<file path="src/rtl/trace_pkg.sv">
package trace_pkg;
    localparam int TRACE_ENTRIES = 16;
    localparam int TRACE_BYTE_W  = 8;
    localparam int STAT_FLAG_BIT = 6;

    typedef enum logic [1:0] {
        ST_IDLE = 2'd0,
        ST_FILL = 2'd1,
        ST_FULL = 2'd2
    } cap_state_t;
endpackage

</file>
<file path="src/rtl/trace_wptr_fsm.sv">
module trace_wptr_fsm
    import trace_pkg::*;
#(
    parameter int N_ENTRIES = TRACE_ENTRIES,
    localparam int IDX_W    = $clog2(N_ENTRIES)
) (
    input  logic             clk,
    input  logic             rst_n,
    input  logic             frame_strobe,
    input  logic             marker,
    output logic             wr_en,
    output logic [IDX_W-1:0] wr_idx,
    output logic             change_evt
);
    localparam logic [IDX_W-1:0] LAST_IDX = IDX_W'(N_ENTRIES - 1);

    cap_state_t       state_q, state_d;
    logic [IDX_W-1:0] ptr_q, ptr_d;

    always_ff @(posedge clk) begin
        if (!rst_n) begin
            state_q <= ST_IDLE;
            ptr_q   <= '0;
        end else begin
            state_q <= state_d;
            ptr_q   <= ptr_d;
        end
    end

    always_comb begin
        state_d    = state_q;
        ptr_d      = ptr_q;
        wr_en      = 1'b0;
        wr_idx     = ptr_q;
        change_evt = 1'b0;
        if (frame_strobe) begin
            if (marker) begin
                wr_en      = 1'b1;
                wr_idx     = '0;
                change_evt = 1'b1;
                state_d    = ST_FILL;
                ptr_d      = IDX_W'(1);
            end else begin
                unique case (state_q)
                    ST_IDLE: state_d = ST_IDLE;
                    ST_FILL: begin
                        wr_en  = 1'b1;
                        wr_idx = ptr_q;
                        if (ptr_q == LAST_IDX) state_d = ST_FULL;
                        else                   ptr_d   = ptr_q + IDX_W'(1);
                    end
                    ST_FULL: state_d = ST_FULL;
                    default: state_d = ST_IDLE;
                endcase
            end
        end
    end

    assert_resync_R6: assert property (@(posedge clk) disable iff (!rst_n)
        (frame_strobe && marker) |=> (state_q == ST_FILL && ptr_q == IDX_W'(1)));
    assert_discard_idle_R5: assert property (@(posedge clk) disable iff (!rst_n)
        (state_q == ST_IDLE && !marker) |-> !wr_en);
    assert_no_overflow_R4: assert property (@(posedge clk) disable iff (!rst_n)
        (state_q == ST_FULL && !marker) |-> !wr_en);
    assert_order_R3: assert property (@(posedge clk) disable iff (!rst_n)
        (wr_en && !marker && wr_idx != LAST_IDX) |=> (ptr_q == $past(wr_idx) + IDX_W'(1)));
endmodule

</file>
<file path="src/rtl/trace_store.sv">
module trace_store #(
    parameter int N_ENTRIES = 16,
    parameter int BYTE_W    = 8,
    localparam int IDX_W    = $clog2(N_ENTRIES)
) (
    input  logic              clk,
    input  logic              rst_n,
    input  logic              wr_en,
    input  logic [IDX_W-1:0]  wr_idx,
    input  logic [BYTE_W-1:0] wr_data,
    input  logic [IDX_W-1:0]  rd_idx,
    output logic [BYTE_W-1:0] rd_word
);
    logic [BYTE_W-1:0] entry_q [N_ENTRIES];

    for (genvar g = 0; g < N_ENTRIES; g++) begin : g_entry
        always_ff @(posedge clk) begin
            if (!rst_n)                                 entry_q[g] <= '0;
            else if (wr_en && wr_idx == IDX_W'(g))      entry_q[g] <= wr_data;
        end
    end

    assign rd_word = entry_q[rd_idx];

    assert_write_lands_R3: assert property (@(posedge clk) disable iff (!rst_n)
        wr_en |=> (entry_q[$past(wr_idx)] == $past(wr_data)));
endmodule

</file>
<file path="src/rtl/trace_flag.sv">
module trace_flag (
    input  logic clk,
    input  logic rst_n,
    input  logic set_evt,
    input  logic clr_rd,
    output logic flag
);
    always_ff @(posedge clk) begin
        if (!rst_n)       flag <= 1'b0;
        else if (set_evt) flag <= 1'b1;
        else if (clr_rd)  flag <= 1'b0;
    end

    assert_event_sets_R6: assert property (@(posedge clk) disable iff (!rst_n)
        set_evt |=> flag);
    assert_read_clears_R7: assert property (@(posedge clk) disable iff (!rst_n)
        (clr_rd && !set_evt) |=> !flag);
    assert_collision_keeps_R8: assert property (@(posedge clk) disable iff (!rst_n)
        (clr_rd && set_evt) |=> flag);
endmodule

</file>
<file path="src/rtl/trace_rx_capture.sv">
module trace_rx_capture
    import trace_pkg::*;
#(
    parameter int N_ENTRIES = TRACE_ENTRIES,
    parameter int BYTE_W    = TRACE_BYTE_W,
    parameter int FLAG_BIT  = STAT_FLAG_BIT,
    localparam int IDX_W    = $clog2(N_ENTRIES),
    localparam int ADDR_W   = $clog2(N_ENTRIES + 1)
) (
    input  logic              clk,
    input  logic              rst_n,
    input  logic              frame_strobe,
    input  logic [BYTE_W-1:0] trace_byte,
    input  logic              irq_en,
    input  logic              rd_en,
    input  logic [ADDR_W-1:0] rd_addr,
    output logic [BYTE_W-1:0] rd_data,
    output logic              irq
);
    localparam logic [ADDR_W-1:0] STAT_ADDR = ADDR_W'(N_ENTRIES);

    logic             wr_en, change_evt, flag, stat_rd;
    logic [IDX_W-1:0] wr_idx;
    logic [BYTE_W-1:0] buf_word, stat_word, rd_mux;

    trace_wptr_fsm #(.N_ENTRIES(N_ENTRIES)) u_fsm (
        .clk(clk), .rst_n(rst_n), .frame_strobe(frame_strobe),
        .marker(trace_byte[BYTE_W-1]), .wr_en(wr_en), .wr_idx(wr_idx),
        .change_evt(change_evt)
    );

    trace_store #(.N_ENTRIES(N_ENTRIES), .BYTE_W(BYTE_W)) u_store (
        .clk(clk), .rst_n(rst_n), .wr_en(wr_en), .wr_idx(wr_idx),
        .wr_data(trace_byte), .rd_idx(rd_addr[IDX_W-1:0]), .rd_word(buf_word)
    );

    assign stat_rd = rd_en && (rd_addr == STAT_ADDR);

    trace_flag u_flag (
        .clk(clk), .rst_n(rst_n), .set_evt(change_evt), .clr_rd(stat_rd), .flag(flag)
    );

    always_comb begin
        stat_word           = '0;
        stat_word[FLAG_BIT] = flag;
        if (rd_addr < STAT_ADDR)       rd_mux = buf_word;
        else if (rd_addr == STAT_ADDR) rd_mux = stat_word;
        else                           rd_mux = '0;
    end

    always_ff @(posedge clk) begin
        if (!rst_n)     rd_data <= '0;
        else if (rd_en) rd_data <= rd_mux;
    end

    assign irq = flag && irq_en;

    assert_irq_masked_R9: assert property (@(posedge clk) disable iff (!rst_n)
        !irq_en |-> !irq);
    assert_entry0_marker_R2: assert property (@(posedge clk) disable iff (!rst_n)
        (wr_en && wr_idx == '0) |-> trace_byte[BYTE_W-1]);
    assert_strobe_gate_R10: assert property (@(posedge clk) disable iff (!rst_n)
        !frame_strobe |-> (!wr_en && !change_evt));
    assert_stat_unused_R7: assert property (@(posedge clk) disable iff (!rst_n)
        (rd_en && rd_addr == STAT_ADDR) |=> ((rd_data & ~(BYTE_W'(1) << FLAG_BIT)) == '0));
endmodule

</file>
<file path="config.mk">
export PLATFORM = sky130hd
export DESIGN_NAME = trace_rx_capture
export DESIGN_NICKNAME = d
export VERILOG_FILES = /design/src/rtl/trace_pkg.sv /design/src/rtl/trace_wptr_fsm.sv /design/src/rtl/trace_store.sv /design/src/rtl/trace_flag.sv /design/src/rtl/trace_rx_capture.sv
export SDC_FILE = /design/constraint.sdc
export NUM_CORES = 1
export LEC_CHECK = 0
export BUFFER_PORTS_ARGS = -buffer_cell sky130_fd_sc_hd__buf_4
export CAP_MARGIN = 20
export CORE_MARGIN = 2
export CORE_UTILIZATION = 34
export CTS_CLUSTER_SIZE = 12
export DETAILED_ROUTE_END_ITERATION = 10
export GPL_ROUTABILITY_DRIVEN = 0
export MAX_ROUTING_LAYER = met4
export PLACE_DENSITY = 0.59
export SLEW_MARGIN = 5
export SYNTH_ARGS = -nofsm -noshare
export SYNTH_HDL_FRONTEND = slang
export SYNTH_SLANG_ARGS = --single-unit
</file>
<file path="constraint.sdc">
create_clock -name clk -period 6.4 [get_ports clk]
set_clock_uncertainty 0.1 [all_clocks]
set_input_delay 0.64 -clock clk [delete_from_list [all_inputs] [get_ports clk]]
set_output_delay 0.64 -clock clk [all_outputs]
set_load 0.02 [all_outputs]
</file>
==> impl_metrics.tcl, run 1 <==
set metrics [dict create \
    hpwlAfterDp_mm 10.3 \
    ff2ff_path_depth 6 \
    hp-start "rd_data[7]$_SDFFE_PN0P_" \
    synthToLayoutAreaGrowth_pct 17.6 \
    period_needed_ps 2320 \
    start_util_pct 34.9 \
    drv_slew 0 \
    crit_buf_inv 2 \
    met2_usage_pct 25.0 \
    cp-end-kind "register" \
    status "complete, no violations" \
    synth_fa_ha_area_share_pct 0.380 \
    final_cells 775 \
    ant_nets 0 \
    cts_setup_buffers 0 \
    grt_pass1_wl_mm 23.2 \
    htree_levels 4 \
    viasPerCell 4.96 \
    synth_top_family_by_area "simple AND/OR/NAND/NOR gates" \
    drv_cap 0 \
    top_usage_layer "met2" \
    multiInputGateArea_um2 2340 \
    async_reset_ff_share_pct 0 \
    drive_above_1_share_pct 17.3 \
    setup_viol 0 \
    cts.sinks 143 \
    grt.total_usage_pct 16.1 \
    cts.reportedPaths.clkPinSlew_ps 60 \
    rows 50 \
    worst_ep_required_time_ps 6430 \
    synth_area_um2 6590 \
    min_path_cells 2 \
    die_x_um 143 \
    met3_usage_pct 3.39 \
    grt_max_degree 41 \
    synth.area.mux_share_pct 12.6 \
    root_buffer "clkbuf_16" \
    port_buffers 26 \
    crit_chain "inv_1 > ha_1 > and3b_1 > nand3b_1 > o21ai_0 > clkbuf_2" \
    fillCellCount 1773 \
    drt_wl_total_mm 15.0 \
    dr_total_vias 3842 \
    synth_compound_area_share_pct 4.84 \
    path_max_fanout 6 \
    ir_drop_uv 191 \
    r2r_end "u_store.entry_q[2][2]$_SDFFCE_PN0P_" \
    critPathKind "register to register" \
    cts_buffer_depth 2 \
    worst_pin_slew_ps 869 \
    synth.distinct_cells 42 \
    cpMaxStageDelayCell "o21ai_0" \
    critPathArrivalTime_ps 2350 \
    relSlewSlack_pct 41.7 \
    hold_end "rd_data[7]$_SDFFE_PN0P_" \
    p_per_area_nw_per_um2 300 \
    io_pins 27 \
    startpoint_type "register" \
    regArea_um2 4140 \
    clock_latency_ps 420 \
    max_stage_delay_ps 630 \
    cts_tree "yes" \
    antenna_found_initial 0 \
    drcViolationCount 0 \
    grtUsageMet1_pct 21.2 \
    drt-wirelength-per-cell_um 19.3 \
    timing.final.crit_share_pct 36.3 \
    core_um2 18900 \
    reg2reg_setup_slack_ps 4080 \
    hold_class "register to register" \
    firstDrtPassIters 6 \
    synth-edff-count 128 \
    synth_flop_cell "edfxtp_1" \
    synthXorXnorAreaFrac_pct 0.266 \
    rsz0062_at_grt "false" \
    yosys_warnings 0 \
    die_y_um 143 \
    grt_overflow_total 0 \
    antenna_cells 0 \
    synthSimpleGateAreaFrac_pct 16.4 \
    synth-seq-cells 143 \
    max_freq_mhz 431 \
    p_leak_nw 2.89 \
    hold_buffers 0 \
    cts_resized 0 \
    hold_viol_final 0 \
    die_area_um2 20500 \
    ys_seq_area_share_pct 62.9 \
    finalSetupTns_ps 0 \
    dpl.cell_count 734 \
    synth_area_per_cell_um2 14.4 \
    syn-instance-count 457 \
    crit_family "compound AO/OA/AOI/OAI gates" \
    grt_pass1_vias 3868 \
    initialDrtViolationCount 320 \
    final_nets 522 \
    reg2reg_from "u_fsm.state_q[1]$_SDFFE_PN0P_" \
    cts_buffers 17 \
]
-- logic make-up after synthesis --
group,count (synthesis)
AND/OR/NAND/NOR,181
flip-flops,143
AO/OA/AOI/OAI,50
multiplexers,49
buffers and inverters,29
adder cells (fa/ha/maj),2
XOR/XNOR,2
other,1
-- cell usage after synthesis, types with 4 or more instances --
cell | count | area (µm²)
nor2_1 | 22 | 82.6
nand2b_1 | 4 | 25.0
clkbuf_1 | 15 | 56.3
mux2i_1 | 24 | 240
mux4_1 | 8 | 210
nand2_1 | 12 | 45.0
o211ai_1 | 8 | 60.1
mux4_2 | 17 | 383
and2_1 | 116 | 726
o21ai_0 | 22 | 110
dfxtp_1 | 15 | 300
buf_2 | 5 | 25.0
nor2b_1 | 8 | 50.1
nand3_1 | 4 | 20.0
edfxtp_1 | 128 | 3840
a221oi_1 | 7 | 61.3
-- where the power goes --
group          switching (mW)  leakage (nW)  total [mW]  internal [mW]
Sequential             0.0156          1.44        1.07           1.05
Clock                   0.370         0.327        1.12          0.750
Combinational          0.0808          1.13       0.133         0.0526
-- registers in the layout, summed over array words and instances (netlist names) --
register and cells:
u_store.entry_q 128, rd_data 8, u_fsm.ptr_q 4, u_fsm.state_q 2, u_flag.flag 1
-- worst min-delay path, stage by stage, from the launching register on --
cell and delay [ps]:
dfxtp_1 310, nand2_1 50, o211ai_1 80
-- metrics by stage --
stage	hold slack, ps	total power, mW	utilization [%]	setup WS, ps	cell area, µm²
4_1_cts	404	2.33	40.8	3720	7710
6_report	398	2.32	41.0	4080	7750
2_1_floorplan	384	1.17	-	4030	6640
5_1_grt	432	2.39	41.0	3880	7750
3_3_place_gp	369	1.22	37.1	3590	7010
3_5_place_dp	396	1.22	37.2	3500	7030
-- how the worst max path moves through the flow --
| stage | slack, ps | cells after the start | endpoint | startpoint |
|---|---|---|---|---|
| 2_1_floorplan | 4030 | 4 | u_store.entry_q[2][0]$_SDFFCE_PN0P_ | trace_byte[7] |
| 3_3_place_gp | 3590 | 4 | u_store.entry_q[1][5]$_SDFFCE_PN0P_ | trace_byte[7] |
| 3_5_place_dp | 3500 | 4 | u_store.entry_q[5][1]$_SDFFCE_PN0P_ | trace_byte[7] |
| 4_1_cts | 3720 | 5 | u_store.entry_q[5][3]$_SDFFCE_PN0P_ | u_fsm.state_q[1]$_SDFFE_PN0P_ |
| 5_1_grt | 3880 | 6 | u_store.entry_q[2][2]$_SDFFCE_PN0P_ | u_fsm.state_q[1]$_SDFFE_PN0P_ |
| 6_report | 4080 | 6 | u_store.entry_q[2][2]$_SDFFCE_PN0P_ | u_fsm.state_q[1]$_SDFFE_PN0P_ |
-- final cells by class --
type / instances / area share, %
Clock inverter: 11 / 2.73
Sequential cell: 143 / 53.5
Inverter: 2 / 0.0969
Clock buffer: 21 / 5.94
Multi-Input combinational cell: 299 / 30.2
Timing Repair Buffer: 39 / 3.42
Tap cell: 260 / 4.20
-- cell usage in the layout, fill, tap and decap left out, drive strengths merged, types with 7 or more instances in the layout --
cell type	count
o211ai	8
mux2i	24
a221oi	7
mux4	25
buf	37
nor2b	8
conb	15
dfxtp	15
nor2	22
clkbuf	23
edfxtp	128
and2	116
nand2	12
o21ai	25
-- per-layer routing --
metal | wire [µm] | vias to the layer above
met5 | 0 | -
met4 | 285 | 0
met2 | 7240 | 104
met3 | 648 | 19
met1 | 6790 | 1942
li1 | - | 1777
No activity file was read; power rests on OpenSTA's default activity.
==> run 2, diff against run 1 <==
==> constraint.sdc (replaced) <==
create_clock -name clk -period 2.4 [get_ports clk]
set_clock_uncertainty 0.1 [all_clocks]
set_input_delay 0.24 -clock clk [delete_from_list [all_inputs] [get_ports clk]]
set_output_delay 0.24 -clock clk [all_outputs]
set_load 0.02 [all_outputs]
==> impl_metrics.tcl, run 2 (same netlist as run 1, synthesis figures left out) <==
set metrics [dict create \
    status "complete, no violations" \
    max_freq_mhz 477 \
    firstDrtPassIters 5 \
    setup_viol 0 \
    cp-end-kind "register" \
    critPathKind "register to register" \
    biggestRegsByFlops "u_store.entry_q x128, rd_data x8, u_fsm.ptr_q x4" \
    reg2reg_from "u_fsm.state_q[1]$_SDFFE_PN0P_" \
    final_cell_mix "edfxtp_1, and2_1, buf_4" \
    viasPerCell 4.99 \
    drive_above_1_share_pct 16.9 \
    relSlewSlack_pct 59.1 \
    path_max_fanout 7 \
    cts_buffers 17 \
    netSwitchingPower_mw 1.18 \
    cts_resized 0 \
    cp-startpoint "u_fsm.state_q[1]$_SDFFE_PN0P_" \
    dr_total_vias 3902 \
    hp-start "trace_byte[7]" \
    die_x_um 143 \
    start_util_pct 34.9 \
    p_int_mw 4.45 \
    grt_overflow_total 0 \
    core_um2 18900 \
    period_needed_ps 2100 \
    grt_pass1_vias 3931 \
    hpwlAfterDp_mm 10.3 \
    cts_tree "yes" \
    p_per_area_nw_per_um2 731 \
    drt-wirelength-per-cell_um 19.3 \
    cts.sinks 143 \
    largest_register "u_store.entry_q" \
    drv_cap 0 \
    p_leak_nw 2.87 \
    hold_buffers 0 \
    grt_max_degree 32 \
    finalSetupTns_ps 0 \
    swShare_pct 21.0 \
    cts_buffer_depth 2 \
    hold_end "u_fsm.ptr_q[1]$_SDFFE_PN0P_" \
    p_total_mw 5.63 \
    largest_reg_flops 128 \
    r2r_end "u_store.entry_q[1][2]$_SDFFCE_PN0P_" \
    power_frac_seq_pct 50.6 \
    die_y_um 143 \
    rows 50 \
    timing.final.crit_share_pct 87.3 \
    htree_levels 4 \
    p_comb_share_pct 6.6 \
    drv_slew 0 \
    hold_class "primary input to register" \
    cts.reportedPaths.clkPinSlew_ps 60 \
    rsz0062_at_grt "false" \
    power_frac_clock_pct 42.8 \
    ir_drop_uv 387 \
    grt_pass1_wl_mm 23.7 \
    antenna_cells 0 \
    min_path_cells 3 \
    worst_ep_required_time_ps 2590 \
    port_buffers 26 \
    io_pins 27 \
    final_nets 530 \
    initialDrtViolationCount 325 \
    drcViolationCount 0 \
    worst_pin_slew_ps 611 \
    clock_latency_ps 420 \
    startpoint_type "register" \
    drt_wl_total_mm 15.1 \
    reg2reg_setup_slack_ps 300 \
    critPathArrivalTime_ps 2280 \
    antenna_found_initial 0 \
    grt.total_usage_pct 16.4 \
    ant_nets 0 \
    synthToLayoutAreaGrowth_pct 16.8 \
    cts_setup_buffers 0 \
    ff2ff_path_depth 6 \
    root_buffer "clkbuf_16" \
    hold_viol_final 0 \
    die_area_um2 20500 \
    mostFrequentLayoutCell "edfxtp_1" \
]
run 2: how the worst max path moves through the flow:
| stage | to | cells past startpoint | slack (ps) |
|---|---|---|---|
| floorplan | u_store.entry_q[0][0]$_SDFFCE_PN0P_ | 5 | 350 |
| global placement | u_store.entry_q[1][4]$_SDFFCE_PN0P_ | 6 | 400 |
| detailed placement | u_store.entry_q[1][2]$_SDFFCE_PN0P_ | 6 | 340 |
| CTS | u_store.entry_q[1][4]$_SDFFCE_PN0P_ | 6 | 320 |
| global route | u_store.entry_q[1][2]$_SDFFCE_PN0P_ | 6 | 140 |
| finish | u_store.entry_q[1][2]$_SDFFCE_PN0P_ | 6 | 300 |
run 2: area by class of cell:
cell class                 instances  area, µm²
fill                            1773      11200
sequential                       143       4140
multi-input combinational        299       2330
clock buffer                      19        433
timing repair buffer              47        353
tap                              260        325
clock inverter                    12        101
inverter                           2       7.51
run 2: metrics by stage:
step	cell area [µm²]	setup WS (ps)	hold slack [ps]	cells	utilization (%)
floorplan	6640	354	338	471	-
global placement	7160	398	373	751	37.9
detailed placement	7160	337	390	751	37.9
CTS	7700	322	92.2	782	40.7
global route	7700	140	116	782	40.7
finish	7700	304	111	782	40.7
run 2: critical path, cell delays in order (launching register included):
cell	delay, ps
dfxtp_1	310
inv_1	50
ha_1	240
and3b_1	240
nand3b_1	250
nor2_1	570
and2_1	210
run 2: power by group through the flow:
stage	Combinational (mW)	Sequential (mW)	Clock, mW
final	0.371	2.85	2.41
after global routing	0.400	2.86	2.58
after global placement	0.368	2.89	0
after floorplan	0.228	2.89	0
after detailed placement	0.373	2.90	0
after CTS	0.375	2.85	2.46
run 2: routing by layer:
| layer | vias to the layer above | routed length, µm | global-route usage, % |
|---|---|---|---|
| li1 | 1797 | - | - |
| met1 | 1971 | 6960 | 21.8 |
| met2 | 109 | 6980 | 24.4 |
| met3 | 25 | 804 | 3.96 |
| met4 | 0 | 382 | 6.40 |
| met5 | - | 0 | - |
